===== src/rtl/gpio_irq_pkg.sv =====
package gpio_irq_pkg;

    typedef enum logic [2:0] {
        ADDR_TRIG_LO = 3'd0,
        ADDR_TRIG_HI = 3'd1,
        ADDR_MASK    = 3'd2,
        ADDR_STAT    = 3'd3,
        ADDR_USE     = 3'd4,
        ADDR_DIR     = 3'd5
    } reg_addr_e;

    typedef enum logic [1:0] {
        TRIG_RISE = 2'd0,
        TRIG_FALL = 2'd1,
        TRIG_HIGH = 2'd2,
        TRIG_LOW  = 2'd3
    } trig_e;

    localparam int TRIG_W = 2;

endpackage


===== src/rtl/gpio_irq_sync.sv =====
module gpio_irq_sync #(
    parameter int N_PINS = 32,
    parameter int STAGES = 2
) (
    input  logic              clk,
    input  logic              rst_n,
    input  logic [N_PINS-1:0] pins_in,
    output logic [N_PINS-1:0] cur_o,
    output logic [N_PINS-1:0] prev_o
);
    logic [N_PINS-1:0] chain_q [STAGES];
    logic [N_PINS-1:0] prev_q;

    genvar s;
    generate
        for (s = 0; s < STAGES; s++) begin : g_stage
            always_ff @(posedge clk or negedge rst_n) begin
                if (!rst_n) begin
                    chain_q[s] <= '0;
                end else if (s == 0) begin
                    chain_q[s] <= pins_in;
                end else begin
                    chain_q[s] <= chain_q[(s > 0) ? s - 1 : 0];
                end
            end
        end
    endgenerate

    always_ff @(posedge clk or negedge rst_n) begin
        if (!rst_n) begin
            prev_q <= '0;
        end else begin
            prev_q <= chain_q[STAGES-1];
        end
    end

    assign cur_o  = chain_q[STAGES-1];
    assign prev_o = prev_q;
endmodule


===== src/rtl/gpio_irq_detect.sv =====
module gpio_irq_detect
    import gpio_irq_pkg::*;
#(
    parameter int N_PINS = 32,
    localparam int CFG_W = N_PINS * TRIG_W
) (
    input  logic [CFG_W-1:0]  trig_cfg,
    input  logic [N_PINS-1:0] enable,
    input  logic [N_PINS-1:0] cur,
    input  logic [N_PINS-1:0] prev,
    output logic [N_PINS-1:0] event_o
);
    genvar i;
    generate
        for (i = 0; i < N_PINS; i++) begin : g_pin
            trig_e code;
            logic  hit;
            assign code = trig_e'(trig_cfg[TRIG_W*i +: TRIG_W]);

            always_comb begin
                unique case (code)
                    TRIG_RISE: hit = cur[i] & ~prev[i];
                    TRIG_FALL: hit = ~cur[i] & prev[i];
                    TRIG_HIGH: hit = cur[i];
                    TRIG_LOW:  hit = ~cur[i];
                    default:   hit = 1'b0;
                endcase
            end

            assign event_o[i] = hit & enable[i];
        end
    endgenerate
endmodule


===== src/rtl/gpio_irq_regs.sv =====
module gpio_irq_regs
    import gpio_irq_pkg::*;
#(
    parameter int N_PINS = 32,
    localparam int CFG_W = N_PINS * TRIG_W
) (
    input  logic              clk,
    input  logic              rst_n,
    input  logic              wr,
    input  logic [2:0]        addr,
    input  logic [N_PINS-1:0] wdata,
    output logic [N_PINS-1:0] rdata,
    input  logic [N_PINS-1:0] event_in,
    output logic [CFG_W-1:0]  trig_cfg,
    output logic [N_PINS-1:0] enable,
    output logic [N_PINS-1:0] mask,
    output logic [N_PINS-1:0] status
);
    reg_addr_e         sel;
    logic [N_PINS-1:0] trig_lo_q, trig_hi_q, mask_q, stat_q, use_q, dir_q;
    logic [N_PINS-1:0] clr;

    assign sel = reg_addr_e'(addr);
    assign clr = (wr && sel == ADDR_STAT) ? wdata : '0;

    always_ff @(posedge clk or negedge rst_n) begin
        if (!rst_n) begin
            trig_lo_q <= '0;
            trig_hi_q <= '0;
            mask_q    <= '0;
            use_q     <= '0;
            dir_q     <= '0;
        end else if (wr) begin
            case (sel)
                ADDR_TRIG_LO: trig_lo_q <= wdata;
                ADDR_TRIG_HI: trig_hi_q <= wdata;
                ADDR_MASK:    mask_q    <= wdata;
                ADDR_USE:     use_q     <= wdata;
                ADDR_DIR:     dir_q     <= wdata;
                default:      ;
            endcase
        end
    end

    always_ff @(posedge clk or negedge rst_n) begin
        if (!rst_n) begin
            stat_q <= '0;
        end else begin
            stat_q <= (stat_q & ~clr) | event_in;
        end
    end

    always_comb begin
        case (sel)
            ADDR_TRIG_LO: rdata = trig_lo_q;
            ADDR_TRIG_HI: rdata = trig_hi_q;
            ADDR_MASK:    rdata = mask_q;
            ADDR_STAT:    rdata = stat_q;
            ADDR_USE:     rdata = use_q;
            ADDR_DIR:     rdata = dir_q;
            default:      rdata = '0;
        endcase
    end

    assign trig_cfg = {trig_hi_q, trig_lo_q};
    assign enable   = use_q & ~dir_q;
    assign mask     = mask_q;
    assign status   = stat_q;
endmodule


===== src/rtl/gpio_irq_port.sv =====
module gpio_irq_port
    import gpio_irq_pkg::*;
#(
    parameter int N_PINS = 32,
    localparam int CFG_W = N_PINS * TRIG_W
) (
    input  logic              clk,
    input  logic              rst_n,
    input  logic [N_PINS-1:0] pins_in,
    input  logic              reg_wr,
    input  logic [2:0]        reg_addr,
    input  logic [N_PINS-1:0] reg_wdata,
    output logic [N_PINS-1:0] reg_rdata,
    output logic              port_irq
);
    logic [N_PINS-1:0] pin_cur, pin_prev, pin_event, pin_enable;
    logic [N_PINS-1:0] mask_q, status_q;
    logic [CFG_W-1:0]  trig_cfg;

    gpio_irq_sync #(.N_PINS(N_PINS), .STAGES(2)) u_sync (
        .clk    (clk),
        .rst_n  (rst_n),
        .pins_in(pins_in),
        .cur_o  (pin_cur),
        .prev_o (pin_prev)
    );

    gpio_irq_detect #(.N_PINS(N_PINS)) u_detect (
        .trig_cfg(trig_cfg),
        .enable  (pin_enable),
        .cur     (pin_cur),
        .prev    (pin_prev),
        .event_o (pin_event)
    );

    gpio_irq_regs #(.N_PINS(N_PINS)) u_regs (
        .clk     (clk),
        .rst_n   (rst_n),
        .wr      (reg_wr),
        .addr    (reg_addr),
        .wdata   (reg_wdata),
        .rdata   (reg_rdata),
        .event_in(pin_event),
        .trig_cfg(trig_cfg),
        .enable  (pin_enable),
        .mask    (mask_q),
        .status  (status_q)
    );

    assign port_irq = |(status_q & mask_q);
endmodule


===== config.mk =====
export PLATFORM = sky130hd
export DESIGN_NAME = gpio_irq_port
export DESIGN_NICKNAME = d
export VERILOG_FILES = /design/src/rtl/gpio_irq_pkg.sv /design/src/rtl/gpio_irq_sync.sv /design/src/rtl/gpio_irq_detect.sv /design/src/rtl/gpio_irq_regs.sv /design/src/rtl/gpio_irq_port.sv
export SDC_FILE = /design/constraint.sdc
export NUM_CORES = 1
export LEC_CHECK = 0
export BUFFER_PORTS_ARGS = -buffer_cell sky130_fd_sc_hd__buf_2
export CORE_MARGIN = 5
export CORE_UTILIZATION = 55
export DETAILED_ROUTE_END_ITERATION = 8
export HOLD_SLACK_MARGIN = 0.05
export PLACE_DENSITY = 0.74
export REMOVE_ABC_BUFFERS = 1
export SLEW_MARGIN = 20
export SYNTH_ARGS = -nofsm -noshare
export SYNTH_HDL_FRONTEND = slang
export SYNTH_SLANG_ARGS = --single-unit

===== constraint.sdc =====
create_clock -name clk -period 3.2 [get_ports clk]
set_input_delay 0 -clock clk [delete_from_list [all_inputs] [get_ports clk]]
set_output_delay 0 -clock clk [all_outputs]
set_load 0.05 [all_outputs]

# Word-level counts from Yosys, hierarchy flattened
# Index checks and enable logic that the tools add are counted.
# op_classes
n_eq_ne,101
mux,34
bitwise,166
n_reduce_logical,40
# op_table
op,count
$pmux W32 S6,1
$eq A2 B2 Y1 const B,64
$pmux W1 S4,32
$and A1 B1 Y1,96
$and A32 B32 Y32,3
$eq A2 B1 Y1 const B,32
$logic_not A2 Y1,32
$not A1 Y1,64
$not A32 Y32,2
$mux W32,1
$or A32 B32 Y32,1
$reduce_or A32 Y1,1
$reduce_and A2 Y1,5
$eq A3 B2 Y1 const B,2
$eq A3 B3 Y1 const B,2
$eq A3 B1 Y1 const B,1
$logic_not A3 Y1,1
$logic_and A1 B1 Y1,1
# totals
regBits,288
input_bits,70
output_inout_bits,33

# Logic depth before layout (Yosys ltp)
# logic_depth
word_depth,6
mapped_depth,5

# Cells and area by module
# From an unflattened synthesis, not the netlist that was laid out.
# unflattened
cells_unflattened,1022
area_unflattened_um2,13030.0
# modules_own_cells
mod,instances,cells_per_inst,area_each_um2,seq_area_each_um2
gpio_irq_regs,1,713,9108.7,4804.6
gpio_irq_sync,1,128,2642.5,2402.3
gpio_irq_detect,1,160,1121.1,0.0
gpio_irq_port,1,21,157.7,0.0

# Least setup slack after synthesis
# OpenSTA, ideal clock, no wires.
# synth_timing
path_type,flip-flop to output port
startpoint,register u_regs.mask_q[3] (netlist: u_regs.mask[3])
endpoint,output port port_irq
t_arrival_ns,1.407
t_required_ns,3.200
setup_slack_ns,1.793
stages_incl_launch_ff,4
cell_sequence,dfrtp_1 -> a22oi_1 -> nand4_1 -> or4_1
# synth_via
elab_chain_len,2
# synth_rtl
item,line,text
start: declaration,gpio_irq_regs.sv:20,"logic [N_PINS-1:0] trig_lo_q, trig_hi_q, mask_q, stat_q, use_q, dir_q;"
start signal: assignment,gpio_irq_regs.sv:37,ADDR_MASK: mask_q <= wdata;
$and A32 B32 Y32,gpio_irq_port.sv:50,assign port_irq = |(status_q & mask_q);
$reduce_or A32 Y1,gpio_irq_port.sv:50,
end: declaration,gpio_irq_port.sv:14,output logic port_irq
# Every way passes these cells.

# Worst setup path after layout
# layout_timing
startpoint,register u_regs.stat_q[17] (netlist: u_regs.status[17])
endpoint,output port port_irq
# layout_via
elab_chain_len,2
# layout_rtl
item,line,text
start: declaration,gpio_irq_regs.sv:20,
start signal: assignment,gpio_irq_regs.sv:49,stat_q <= (stat_q & ~clr) | event_in;
$and A32 B32 Y32,gpio_irq_port.sv:50,
$reduce_or A32 Y1,gpio_irq_port.sv:50,
# Every way passes these cells.

==> summary.md <==
| Metric | Value |
|---|---|
| Die H | 156 um |
| Root buffer cell | clkbuf_16 |
| Post-layout min period | 2.28 ns |
| Port bufs | 102 |
| Final nets | 1123 |
| H-Tree Depth | 1 |
| Crit Reg-Reg Startpoint | u_regs.trig_hi_q[25]$_DFFE_PN0P_ |
| Reg2Reg Depth | 3 |
| Post-route setup TNS | 0 ns |
| Critical path arrival | between 2 and 2.5 ns |
| Mapped Area | 0.0117 mm^2 |
| Largest net degree at the start of global routing | between 100 and 150 |
| Register area share after synthesis | around three fifths |
| WHS Path Cells | 2 |
| Final Hold Violating Endpoints | 0 |
| Post-synth EDFFs | 0 |
| Total grt overflow | 0 |
| Buf/Inv on CP | 1 |
| Pleak | 6.22 nW |
| Initial antenna violation count | 1 |
| DP HPWL | 18400 um |
| Final Core Density | 67.7% |
| Synth top cells by count | 288 x dfrtp_1, 160 x mux2_1, 112 x a22oi_1, 33 x nand2_1 |
| Slew Limit Headroom | 45.5% |
| Synth-to-layout area growth | 21.2% |
| Synth async-reset ratio | 100% |
| Crit path max-delay family | simple AND/OR/NAND/NOR gates |
| Die Outline Area | 0.0244 mm^2 |
| First-pass GRT wire length | 47500 um |
| Tightest Pin Transition | 0.818 ns |
| FF+latch count, synth | 288 |
| Syn_area_per_cell | 13.4 um^2 |
| Cells after Synth | 876 |
| Worst vdd ir | 0.478 mV |
| Final Non-Filler Cells | 1351 |
| TritonCTS Buffers | 29 |
| Max Slew Vio Count | 0 |
| Layout cells sized above 1 | 16.7% |
| GPL Wtd Cong | 0.824 |
| Most common cell in the netlist | dfrtp_1 |
| Peak Freq | 0.438 GHz |
| Post-CTS setup buffers | 0 |
| CORE AREA | 0.0210 mm^2 |
| Critical path depth in cells | 4 |
| Power per cell area | 734 mW/mm^2 |
| Clk_lat worst skew | 0.55 ns |
| Slowest CP cell | or4_1 |
| Worst-path cell chain | a22oi_1, nand4_1, or4_1, buf_2 |
| Outcome | complete, no violations |
| Hold_ws | 0.0841 ns |
| Initial Util | 55.8% |
| Max Cap Viol | 0 |
| Number of synthesis warnings | 0 |
| Post-synth top area share | 61.4% |
| Pre-antenna DRT Iters | 5 |
| Area contributors post-synth | dfrtp_1 61%, mux2_1 15%, a22oi_1 7.2%, a32o_1 2.7%, nand2b_1 1.7% |
| Clk buf depth | 3 |
| WL final | 29800 um |
| Finish-stage setup viols | 0 |
| Routed length per instance | 22.1 um |
| Period utilization | 71.3% |
| DR iter-0 viols | 749 |
| Die W | 156 um |
| Ant diodes | 0 |
| Vias in the first global route | 8383 |
| R2r endpoint | u_regs.status[28]$_DFF_PN0_ |
| WHS Endpoint | u_sync.chain_q[60]$_DFF_PN0_ |
| Worst Setup Start Kind | register |
| Placed cell count | 1232 |
| Setup Crit Path Kind | reg -> out |
| Clock sink count | between 200 and 300 |
| Overall routing resource usage | about a quarter |
| Count of unique library cells instantiated by Yosys | 22 |
| Top-Level Pins | 103 |
| Clock slew at reported path FFs | 0.07 ns |
| DRC Markers | 0 |
| Skew final | 0.0167 ns |
| Worst path max stage delay | 0.62 ns |
| Commonest register cell after synthesis | dfrtp_1 |
| CP max FO | 3 |
| Total number of vias | 8216 |
| HP Class | in -> reg |
| Vias per cell | 6.08 |
| Hold_sp | pins_in[28] |
| R2R setup slack | 2.03 ns |
| RSZ-0062 raised after global routing | false |
| Critical Path RT | 3.20 ns |
| Crit end category | primary output |
| Post-DRT Antenna Nets | 0 |
| CTS tree | yes |
| Post-CTS Resized | 0 |
| Largest area contributor in the netlist | dfrtp_1 |
| # rows | 53 |
layout by cell type (no fill, tap or decap), drive strengths merged:
cell type,synthesis,final
and2,4,4
nand4,4,4
nor3b,3,3
a22oi,112,112
nor3,1,1
nand2,33,33
clkbuf,20,36
clkinv,0,8
buf,23,124
nand3,32,32
o22ai,32,32
and3b,2,2
nor2b,32,32
bufinv,0,5
mux2,160,160
dfrtp,288,288
and4b,1,1
inv,32,33
clkinvlp,0,4
nand2b,32,32
dlygate4sd3,0,65
o21ai,32,32
or4,1,1
a32o,32,32
layout make-up:
class                   instances  area [um^2]
flip-flops and latches        288         7210
fillers                      1535         6790
multi-input cells             513         4170
repair buffers                189         1360
clock buffers                  36          802
well taps                     275          344
clock inverters                18          229
inverters                      32          120
logic make-up (layout without fill, tap and decap cells):
kind of cell	Yosys count	in the layout	synth area share, %
flops	288	288	61.4
mux	160	160	15.4
buf+inv	75	275	3.32
simple gates	145	145	6.96
compound gates	208	208	13.0
registers in the layout (all words and copies together) (netlist names):
name / flops
u_regs.use_q: 32
u_regs.trig_hi_q: 32
u_regs.trig_lo_q: 32
u_regs.dir_q: 32
u_sync.cur_o: 32
u_sync.prev_o: 32
u_sync.chain_q: 32
u_regs.mask: 32
u_regs.status: 32
through the flow:
| stage | cell area, um^2 | setup WS (ns) | total power [mW] |
|---|---|---|---|
| 6_report | 14200 | 0.919 | 10.4 |
| 5_1_grt | 14200 | 0.819 | 10.9 |
| 4_1_cts | 14200 | 0.897 | 10.5 |
| 3_5_place_dp | 12500 | 1.32 | 6.80 |
| 3_3_place_gp | 12500 | 1.34 | 6.70 |
| 2_1_floorplan | 11500 | 0.713 | 6.06 |
power breakdown:
group / switching (mW) / internal [mW] / total, mW
logic: 1.00 / 0.802 / 1.80
clock network: 1.43 / 2.18 / 3.62
registers: 0.663 / 4.36 / 5.02
total: 3.10 / 7.34 / 10.4
routing by layer:
metal | track usage [%] | vias to the layer above | wire (um)
met1 | 35.7 | 4232 | 12800
met4 | 7.34 | 2 | 884
met2 | 39.4 | 296 | 14100
met3 | 3.80 | 69 | 1980
met5 | 0 | - | 13
li1 | - | 3617 | -
worst max-delay path by stage:
stage / from / endpoint
after detailed placement: reg_addr[0] / u_regs.trig_hi_q[6]$_DFFE_PN0P_
after CTS: u_regs.mask[28]$_DFFE_PN0P_ / port_irq
after global placement: reg_addr[0] / u_regs.trig_hi_q[25]$_DFFE_PN0P_
after floorplan: reg_addr[2] / u_regs.mask[0]$_DFFE_PN0P_
after global routing: u_regs.status[28]$_DFF_PN0_ / port_irq
final: u_regs.status[17]$_DFF_PN0_ / port_irq
repair_timing:
| item | 4_1_cts | 5_1_grt |
|---|---|---|
| hold endpoints to repair | 323 | 0 |
| hold buffers | 65 | 0 |
| setup endpoints to repair | 0 | 0 |
No activity file was read; power rests on OpenSTA's default activity.
